**src/rtl/rfcfg_pkg.sv**
```systemverilog
package rfcfg_pkg;

    localparam int PAY_W    = 5;
    localparam int ALEN_W   = 3;
    localparam int ADDR_B   = 5;
    localparam int ADDR_W   = 8 * ADDR_B;
    localparam int CH_W     = 7;
    localparam int IMG_N    = 15;
    localparam int IDX_W    = $clog2(IMG_N + 1);
    localparam int A2_FIRST = 2;
    localparam int A1_FIRST = A2_FIRST + ADDR_B;
    localparam int B_FMT    = A1_FIRST + ADDR_B;
    localparam int B_MODE   = B_FMT + 1;
    localparam int B_CHAN   = B_MODE + 1;

    typedef struct packed {
        logic [PAY_W-1:0]  payload;
        logic [ALEN_W-1:0] addr_len;
        logic [1:0]        crc_sel;
        logic [ADDR_W-1:0] addr2;
        logic [ADDR_W-1:0] addr1;
        logic              rate_hi;
        logic [CH_W-1:0]   channel;
        logic              rx;
    } cfg_t;

    typedef enum logic [2:0] {
        ST_PWRUP,
        ST_IDLE,
        ST_CSUP,
        ST_SETUP,
        ST_SHIFT,
        ST_WAIT
    } seq_state_e;

    function automatic logic [1:0] crc_code(input logic [1:0] sel);
        case (sel)
            2'd0:    crc_code = 2'b00;
            2'd1:    crc_code = 2'b01;
            default: crc_code = 2'b11;
        endcase
    endfunction

endpackage

```
**src/rtl/rfcfg_image.sv**
```systemverilog
module rfcfg_image
    import rfcfg_pkg::*;
(
    input  cfg_t             cfg_i,
    input  logic [IDX_W-1:0] idx_i,
    output logic [7:0]       byte_o
);
    localparam int SLOTS = 1 << IDX_W;

    logic [7:0] img [SLOTS];

    assign img[0]      = {cfg_i.payload, 3'b000};
    assign img[1]      = {cfg_i.payload, 3'b000};
    assign img[B_FMT]  = {cfg_i.addr_len, 3'b000, crc_code(cfg_i.crc_sel)};
    assign img[B_MODE] = {1'b0, 1'b1, cfg_i.rate_hi, 3'b011, 2'b11};
    assign img[B_CHAN] = {cfg_i.channel, cfg_i.rx};

    genvar k;
    generate
        for (k = 0; k < ADDR_B; k++) begin : g_addr
            assign img[A2_FIRST + k] = cfg_i.addr2[8*(ADDR_B-1-k) +: 8];
            assign img[A1_FIRST + k] = cfg_i.addr1[8*(ADDR_B-1-k) +: 8];
        end
        for (k = IMG_N; k < SLOTS; k++) begin : g_pad
            assign img[k] = 8'h00;
        end
    endgenerate

    assign byte_o = img[idx_i];

endmodule

```
**src/rtl/rfcfg_shift.sv**
```systemverilog
module rfcfg_shift #(
    parameter int CLK_DIV = 8
) (
    input  logic       clk,
    input  logic       rst_n,
    input  logic       start_i,
    input  logic [7:0] data_i,
    output logic       sck_o,
    output logic       mosi_o,
    output logic       busy_o,
    output logic       done_o
);
    localparam int HALF  = CLK_DIV / 2;
    localparam int CNT_W = $clog2(CLK_DIV);

    typedef struct packed {
        logic             busy;
        logic [CNT_W-1:0] cnt;
        logic [2:0]       bitn;
        logic [7:0]       sr;
        logic             sck;
        logic             done;
    } sh_t;

    sh_t sh_d, sh_q;

    always_comb begin
        sh_d      = sh_q;
        sh_d.done = 1'b0;
        if (!sh_q.busy) begin
            if (start_i) begin
                sh_d.busy = 1'b1;
                sh_d.sr   = data_i;
                sh_d.cnt  = '0;
                sh_d.bitn = '0;
                sh_d.sck  = 1'b0;
            end
        end else begin
            sh_d.cnt = sh_q.cnt + 1'b1;
            if (sh_q.cnt == CNT_W'(HALF - 1)) begin
                sh_d.sck = 1'b1;
            end
            if (sh_q.cnt == CNT_W'(CLK_DIV - 1)) begin
                sh_d.sck = 1'b0;
                sh_d.cnt = '0;
                if (sh_q.bitn == 3'd7) begin
                    sh_d.busy = 1'b0;
                    sh_d.done = 1'b1;
                end else begin
                    sh_d.bitn = sh_q.bitn + 1'b1;
                    sh_d.sr   = {sh_q.sr[6:0], 1'b0};
                end
            end
        end
    end

    always_ff @(posedge clk or negedge rst_n) begin
        if (!rst_n) sh_q <= '0;
        else        sh_q <= sh_d;
    end

    assign sck_o  = sh_q.sck;
    assign mosi_o = sh_q.busy & sh_q.sr[7];
    assign busy_o = sh_q.busy;
    assign done_o = sh_q.done;


    mosi_stable_chk: assert property (@(posedge clk) disable iff (!rst_n)
        (sck_o && $past(sck_o)) |-> $stable(mosi_o));


    byte_done_single_chk: assert property (@(posedge clk) disable iff (!rst_n)
        done_o |=> !done_o);

endmodule

```
**src/rtl/rfcfg_seq.sv**
```systemverilog
module rfcfg_seq
    import rfcfg_pkg::*;
#(
    parameter int PWRUP_CYCLES = 24000,
    parameter int SETUP_CYCLES = 40
) (
    input  logic             clk,
    input  logic             rst_n,
    input  logic             reconf_req_i,
    input  cfg_t             cfg_live_i,
    input  logic             sh_done_i,
    input  logic             sck_i,
    output cfg_t             cfg_o,
    output logic [IDX_W-1:0] idx_o,
    output logic             sh_start_o,
    output logic             cs_o,
    output logic             ce_o,
    output logic             busy_o,
    output logic             done_o
);
    localparam int CNT_MAX = (PWRUP_CYCLES > SETUP_CYCLES) ? PWRUP_CYCLES : SETUP_CYCLES;
    localparam int CNT_W   = $clog2(CNT_MAX + 1);

    typedef struct packed {
        seq_state_e       st;
        logic [CNT_W-1:0] cnt;
        logic [IDX_W-1:0] idx;
        logic             full;
        cfg_t             cfg;
        logic             start;
        logic             cs;
        logic             ce;
        logic             done;
    } seq_t;

    seq_t s_d, s_q;

    always_comb begin
        s_d       = s_q;
        s_d.start = 1'b0;
        s_d.done  = 1'b0;
        case (s_q.st)
            ST_PWRUP: begin
                if (s_q.cnt == CNT_W'(PWRUP_CYCLES - 1)) begin
                    s_d.cfg  = cfg_live_i;
                    s_d.full = 1'b1;
                    s_d.cnt  = '0;
                    s_d.st   = ST_CSUP;
                end else begin
                    s_d.cnt = s_q.cnt + 1'b1;
                end
            end
            ST_IDLE: begin
                if (reconf_req_i) begin
                    s_d.cfg.channel = cfg_live_i.channel;
                    s_d.cfg.rx      = cfg_live_i.rx;
                    s_d.full        = 1'b0;
                    s_d.ce          = 1'b0;
                    s_d.st          = ST_CSUP;
                end
            end
            ST_CSUP: begin
                s_d.cs  = 1'b1;
                s_d.cnt = '0;
                s_d.st  = ST_SETUP;
            end
            ST_SETUP: begin
                if (s_q.cnt == CNT_W'(SETUP_CYCLES - 1)) begin
                    s_d.idx = s_q.full ? '0 : IDX_W'(B_CHAN);
                    s_d.st  = ST_SHIFT;
                end else begin
                    s_d.cnt = s_q.cnt + 1'b1;
                end
            end
            ST_SHIFT: begin
                s_d.start = 1'b1;
                s_d.st    = ST_WAIT;
            end
            ST_WAIT: begin
                if (sh_done_i) begin
                    if (s_q.idx == IDX_W'(B_CHAN)) begin
                        s_d.cs   = 1'b0;
                        s_d.done = 1'b1;
                        s_d.ce   = s_q.cfg.rx;
                        s_d.st   = ST_IDLE;
                    end else begin
                        s_d.idx = s_q.idx + 1'b1;
                        s_d.st  = ST_SHIFT;
                    end
                end
            end
            default: s_d.st = ST_IDLE;
        endcase
    end

    always_ff @(posedge clk or negedge rst_n) begin
        if (!rst_n) begin
            s_q    <= '0;
            s_q.st <= ST_PWRUP;
        end else begin
            s_q <= s_d;
        end
    end

    assign cfg_o      = s_q.cfg;
    assign idx_o      = s_q.idx;
    assign sh_start_o = s_q.start;
    assign cs_o       = s_q.cs;
    assign ce_o       = s_q.ce;
    assign busy_o     = (s_q.st != ST_IDLE);
    assign done_o     = s_q.done;


    sck_in_frame_chk: assert property (@(posedge clk) disable iff (!rst_n)
        sck_i |-> cs_o);


    ce_low_in_frame_chk: assert property (@(posedge clk) disable iff (!rst_n)
        cs_o |-> !ce_o);


    done_at_cs_fall_chk: assert property (@(posedge clk) disable iff (!rst_n)
        done_o |-> $fell(cs_o));


    quiet_pwrup_chk: assert property (@(posedge clk) disable iff (!rst_n)
        (s_q.st == ST_PWRUP) |-> (!cs_o && !ce_o && busy_o));


    req_busy_ignored_chk: assert property (@(posedge clk) disable iff (!rst_n)
        (reconf_req_i && s_q.st == ST_WAIT) |=> (s_q.st == ST_WAIT || s_q.st == ST_SHIFT || s_q.st == ST_IDLE));

endmodule

```
**src/rtl/rfcfg_loader.sv**
```systemverilog
module rfcfg_loader
    import rfcfg_pkg::*;
#(
    parameter int CLK_DIV      = 8,
    parameter int PWRUP_CYCLES = 24000,
    parameter int SETUP_CYCLES = 40
) (
    input  logic        clk,
    input  logic        rst_n,
    input  logic [4:0]  payload_len_i,
    input  logic [2:0]  addr_len_i,
    input  logic [1:0]  crc_sel_i,
    input  logic [39:0] rx2_addr_i,
    input  logic [39:0] rx1_addr_i,
    input  logic        rate_hi_i,
    input  logic [6:0]  channel_i,
    input  logic        rx_mode_i,
    input  logic        reconf_req_i,
    output logic        sck_o,
    output logic        mosi_o,
    output logic        cs_o,
    output logic        ce_o,
    output logic        busy_o,
    output logic        done_o
);
    cfg_t             cfg_live, cfg_held;
    logic [IDX_W-1:0] idx;
    logic [7:0]       cur_byte;
    logic             sh_start, sh_done, sh_busy, sck;

    always_comb begin
        cfg_live          = '0;
        cfg_live.payload  = payload_len_i;
        cfg_live.addr_len = addr_len_i;
        cfg_live.crc_sel  = crc_sel_i;
        cfg_live.addr2    = rx2_addr_i;
        cfg_live.addr1    = rx1_addr_i;
        cfg_live.rate_hi  = rate_hi_i;
        cfg_live.channel  = channel_i;
        cfg_live.rx       = rx_mode_i;
    end

    rfcfg_seq #(
        .PWRUP_CYCLES (PWRUP_CYCLES),
        .SETUP_CYCLES (SETUP_CYCLES)
    ) seq_i (
        .clk          (clk),
        .rst_n        (rst_n),
        .reconf_req_i (reconf_req_i),
        .cfg_live_i   (cfg_live),
        .sh_done_i    (sh_done),
        .sck_i        (sck),
        .cfg_o        (cfg_held),
        .idx_o        (idx),
        .sh_start_o   (sh_start),
        .cs_o         (cs_o),
        .ce_o         (ce_o),
        .busy_o       (busy_o),
        .done_o       (done_o)
    );

    rfcfg_image image_i (
        .cfg_i  (cfg_held),
        .idx_i  (idx),
        .byte_o (cur_byte)
    );

    rfcfg_shift #(
        .CLK_DIV (CLK_DIV)
    ) shift_i (
        .clk     (clk),
        .rst_n   (rst_n),
        .start_i (sh_start),
        .data_i  (cur_byte),
        .sck_o   (sck),
        .mosi_o  (mosi_o),
        .busy_o  (sh_busy),
        .done_o  (sh_done)
    );

    assign sck_o = sck;


    sck_needs_shift_chk: assert property (@(posedge clk) disable iff (!rst_n)
        sck |-> sh_busy);

endmodule

```
**config.mk**
```make
export PLATFORM = sky130hd
export DESIGN_NAME = rfcfg_loader
export DESIGN_NICKNAME = d
export VERILOG_FILES = /design/src/rtl/rfcfg_pkg.sv /design/src/rtl/rfcfg_image.sv /design/src/rtl/rfcfg_shift.sv /design/src/rtl/rfcfg_seq.sv /design/src/rtl/rfcfg_loader.sv
export SDC_FILE = /design/constraint.sdc
export NUM_CORES = 1
export LEC_CHECK = 0
export ABC_AREA = 1
export BUFFER_PORTS_ARGS = -buffer_cell sky130_fd_sc_hd__buf_2
export CORE_ASPECT_RATIO = 0.7
export CORE_MARGIN = 1
export CORE_UTILIZATION = 45
export DETAILED_ROUTE_END_ITERATION = 10
export PLACE_DENSITY = 0.65
export SLEW_MARGIN = 10
export SYNTH_ARGS = -nofsm -noshare
export SYNTH_HDL_FRONTEND = slang
export SYNTH_SLANG_ARGS = --single-unit
```
**constraint.sdc**
```tcl
create_clock -name clk -period 2.2 [get_ports clk]
set_clock_uncertainty 0.05 [all_clocks]
set_input_delay 0.11 -clock clk [delete_from_list [all_inputs] [get_ports clk]]
set_output_delay 0.11 -clock clk [all_outputs]
set_load 0.01 [all_outputs]
```
### Yosys cells after proc, flatten, opt, wreduce, memory -nomap -nowiden

Index checks and enable logic that the tools add are counted.

* register bits after elaboration: 143
* word-level logic and storage cells: 106
* output and inout bits: 6
* input port bits: 102

* multiplexer cells: 37
* reductions and logical operators: 17
* bitwise operators: 2
* eq/ne operators: 23
* $add $sub $neg: 4
* magnitude comparators: 1

Operator list (number)
* $mux W100: 1
* $pmux W15 S3: 1
* $bmux W8 S4: 1
* $mux W16: 2
* $mux W15: 2
* $mux W8: 3
* $mux W3: 7
* $pmux W3 S6: 1
* $mux W17: 1
* $mux W4: 4
* $pmux W8 S2: 1
* $add A15 B1 Y15 const B: 1
* $eq A15 B15 Y1 const B: 1
* $eq A15 B6 Y1 const B: 1
* $eq A3 B3 Y1 const B: 4
* $reduce_and A4 Y1: 3
* $mux W11: 1
* $ne A2 B2 Y1 const B: 5
* $reduce_bool A2 Y1: 5
* $eq A3 B2 Y1 const B: 3
* $reduce_and A3 Y1: 3
* $ne A2 B1 Y1 const B: 4
* $pmux W4 S2: 1
* $mux W1: 7
* 16 further kinds: 21

### Logic depth before layout (Yosys ltp)

* word-level depth: 7
* depth in mapped cells: 12
* mapped depth without buffers: 11

### By module

Synthesis repeated with hierarchy kept, for this count alone.

* cell total of the unflattened synthesis: 1162
* area total of the unflattened synthesis: 8782.2 sq um

Modules (own cells, without submodules)
* rfcfg_seq: instances 1, area each 6767.7 sq um, cells an instance 802, seq. area each 3153.0 sq um
* rfcfg_image: instances 1, area each 1066.0 sq um, cells an instance 242, seq. area each 0.0 sq um
* rfcfg_shift: instances 1, area each 948.4 sq um, cells an instance 118, seq. area each 425.4 sq um

### Worst setup path after synthesis

OpenSTA, ideal clock, no wires.

* path kind: reg-to-reg
* from: register seq_i.s_q, in the netlist seq_i.idx_o[0]
* to: register seq_i.s_q, in the netlist seq_i.idx_o[2]
* period minus slack after synthesis: 1.657 ns
* stages on the path, launching flop included: 9
* path slack: 0.543 ns
* path buffers: 1
* library setup time: 0.137 ns
* arrival: 1.471 ns
* cells stage by stage: dfrtp_1 > inv_1 > clkbuf_1 > ha_1 > nand3_1 > nor2_1 > nor2_4 > nand2_1 > o21ai_0

* cells in the longest elaborated chain, start to end: 4

RTL lines
* start, declared: line rfcfg_seq.sv:36 `seq_t s_d, s_q;`
* $add A4 B1 Y4: line rfcfg_seq.sv:87 `s_d.idx = s_q.idx + 1'b1;`
* $mux W4: line rfcfg_seq.sv:81 `if (s_q.idx == IDX_W'(B_CHAN)) begin`
* $mux W4: line rfcfg_seq.sv:80 `if (sh_done_i) begin`
* $pmux W4 S2: line rfcfg_seq.sv:42 `case (s_q.st)`

Parallel ways exist; a longest one is shown, timed or not. The select of a mux whose other input is x is not followed.
A chain may end at the register's enable or synchronous reset.

### Worst setup path after layout

* from: register seq_i.s_q[109] (netlist name)
* to: register seq_i.s_q, in the netlist seq_i.cfg_o[23]

* cells in the longest elaborated chain, start to end: 2

RTL lines
* $eq A15 B15 Y1: line rfcfg_seq.sv:44 `if (s_q.cnt == CNT_W'(PWRUP_CYCLES - 1)) begin`
* $reduce_and A2 Y1 (no source line)

Every way passes these cells.

==> results.toml <==
[grt]
grt-busiest-layer = "met1"
grt_pass1_vias = 7321
use_met2_pct = 40.0
grt_max_degree = 65
grtUsageMet1_pct = 43.4
grt_overflow = 0
grt_use_met3_pct = 7.15
antenna_found_initial = 1
grt_usage_pct = 28.7
grt_first_pass_wirelength_um = 38400

[clock_network]
cts.clk_slew.worst_paths_ns = 0.06
cts_buffer_depth = 2
clk_root_buffer_cell = "clkbuf_16"
cts_buffers = 17
htree_levels = 4
cts_tree = "yes"
ctsResizeCount = 0
clk_latency_ns = 0.42
cts_sinks = 143

[placement]
gp_congestion = 0.901
io_buffers = 107
dpl.hpwl_um = 15600

[layout]
fillers = 1498
fin_nets = 1345
final_common_cell = "nand2_1"
area_growth_pct = 32.7
final_cell_mix = "nand2_1, nand3_1, dfrtp_1, buf_2, dlygate4sd3_1"
layout-drive-gt1-share_pct = 16.8

[synthesis]
netlist_area_um2 = 7610
synth_seq_cells = 143
synth_top_area_cell = "dfrtp_1"
ys_warn_count = 0
ys_top_cells_by_area = "dfrtp_1, nand2_1, nand3_1, nor2_1, o21ai_0"
async_flop_share_pct = 100
synth_flop_cell = "dfrtp_1"
yosysUniqueCellTypes = 37
synth.avg_cell_area_um2 = 7.38
synth_edf_count = 0
syn_nets = 1141
syn-instance-count = 1031
ys_seq_area_share_pct = 47.0
synth.top_cell.area_share_pct = 47.0

[sta]
fin_crit_ns = 1.96
rsz0062_at_grt = "no"
whs_ns = 0.154
slew-limit-headroom_pct = 65.8
setup_tns_ns = 0
fin_crit_sh_pct = 89.3
final_max_slew_viol_count = 0
worst_pin_slew_ns = 0.507
final-hold-violation-count = 0
fmax_ghz = 0.509
setup_viol = 0

[route]
vias_per_cell = 5.15
routed_wl_um = 23400
drt-initial-drc-count = 790
post_drt_wl_per_cell_um = 15.9
num_vias = 7594
firstDrtPassIters = 6
antenna_left = 0
drc = 0

[critical_path]
cp-end-kind = "flip-flop"
cp-start-kind = "flip-flop"
worst-setup-path-type = "reg -> reg"
path_max_fanout = 17
cp_data_required_time_ns = 2.52
cp.arrival_ns = 2.28
worstRegToRegCells = 8

[power_and_ir_drop]
swShare_pct = 39.8
p_sw_mw = 4.00
power.share.clock_pct = 30.7
p_int_mw = 6.04
combPwrFrac_pct = 37.6
seq_power_share_pct = 31.7
vdd_drop_max_v = 0.000580
power.leakage_nw = 4.95
power.density_nw_per_um2 = 994

[floorplan]
io_pins = 108
num_rows = 39
die_y_um = 111
core_um2 = 16400
die_w_um = 157
fp.dieArea_um2 = 17400
initial_core_util_pct = 46.4

[outcome]
status = "finished, final reports clean"

[worst_hold_path]
hp-class = "in -> async"

[run]
cap_violations = 0
[what timing repair did]
action / CTS / global route
endpoints found under the hold margin: 144 / 0
hold buffers: 100 / 0
buffers inserted: 0 / 0
[power groups by stage]
stage	Combinational (mW)	Clock, mW	Sequential (mW)
6_report	3.77	3.08	3.18
2_1_floorplan	2.53	0	3.12
3_5_place_dp	3.59	0	3.21
3_3_place_gp	3.53	0	3.21
4_1_cts	3.74	3.09	3.17
5_1_grt	4.24	3.21	3.21
[cell usage after synthesis (2+ instances only)]
cell	n
a21oi_1	20
buf_2	31
buf_4	12
clkbuf_1	8
dfrtp_1	143
ha_1	8
inv_1	54
inv_2	7
nand2_1	412
nand2_2	5
nand2_4	2
nand3_1	144
nand4_1	19
nor2_1	70
nor2_2	7
nor2_4	3
nor3_1	2
o211ai_1	4
o21a_1	3
o21ai_0	43
o21ai_1	6
o21ai_2	8
o22ai_1	2
or2_2	4
xor2_1	2
[sequential cells by signal, indices dropped and copies added, names as in the netlist]
name,cells
shift_i.done_o,1
seq_i.done_o,1
seq_i.cfg_o,99
seq_i.s_q,19
seq_i.cs_o,1
seq_i.ce_o,1
shift_i.sh_q,14
seq_i.idx_o,4
shift_i.busy_o,1
seq_i.sh_start_o,1
shift_i.sck_o,1
[worst paths after layout]
kind	start	to	slack, ns
worst min register to register	seq_i.cfg_o[43]	seq_i.cfg_o[43]	0.42
max in group asynchronous	rst_n	seq_i.cfg_o[28]	1.19
worst max register to register	seq_i.s_q[109]	seq_i.cfg_o[23]	0.24
worst max-delay path	seq_i.s_q[109]	seq_i.cfg_o[23]	0.24
worst min-delay path	rst_n	seq_i.s_q[113]	0.15
min in group clk	reconf_req_i	seq_i.ce_o	0.16
[final cells by class]
class / count / area [um^2] / area share [%]
Clock buffer: 20 / 467 / 4.62
Timing Repair Buffer: 238 / 1860 / 18.5
Sequential cell: 143 / 3580 / 35.4
Tap cell: 225 / 282 / 2.79
Inverter: 62 / 233 / 2.31
Multi-Input combinational cell: 773 / 3510 / 34.8
Antenna cell: 1 / 2.50 / 0.0248
Clock inverter: 12 / 158 / 1.56
[critical path: stages (launching register included)]
cell and delay, ns:
dfrtp_1 0.38, ha_1 0.26, nand3_1 0.17, nor2_2 0.19, nand2_4 0.14, inv_2 0.25, buf_4 0.27, nand3_1 0.12
nand2_1 0.08
[per-stage QoR]
| stage | util (%) | setup slack (ns) | power (mW) | area, um^2 | cells |
|---|---|---|---|---|---|
| 6_report | 61.6 | 0.236 | 10.0 | 10100 | 1474 |
| 5_1_grt | 61.6 | 0.0580 | 10.7 | 10100 | 1474 |
| 4_1_cts | 61.6 | 0.238 | 10.0 | 10100 | 1473 |
| 3_5_place_dp | 51.6 | 0.259 | 6.79 | 8470 | 1341 |
| 3_3_place_gp | 51.6 | 0.294 | 6.74 | 8470 | 1341 |
| 2_1_floorplan | - | 0.543 | 5.65 | 7610 | 1031 |
[per-layer routing]
| layer | routed length (um) | vias to the layer above |
|---|---|---|
| li1 | - | 3720 |
| met1 | 11500 | 3543 |
| met2 | 9680 | 291 |
| met3 | 1730 | 40 |
| met4 | 430 | 0 |
| met5 | 0 | - |
[cells by family (layout without fill, tap and decap cells)]
logic type                 after synthesis  in the layout  synth area share (%)
buffers and inverters                  115            332                  6.99
DFF                                    143            143                  47.0
adders and majority gates                8              8                  1.32
xor gates and xnor gates                 3              3                 0.346
AOI/OAI and AO/OA                       90             90                  6.71
and+or+nand+nor                        672            672                  37.6
other                                    0              1                     0
Note: power is estimated with default switching activity, not from simulation.
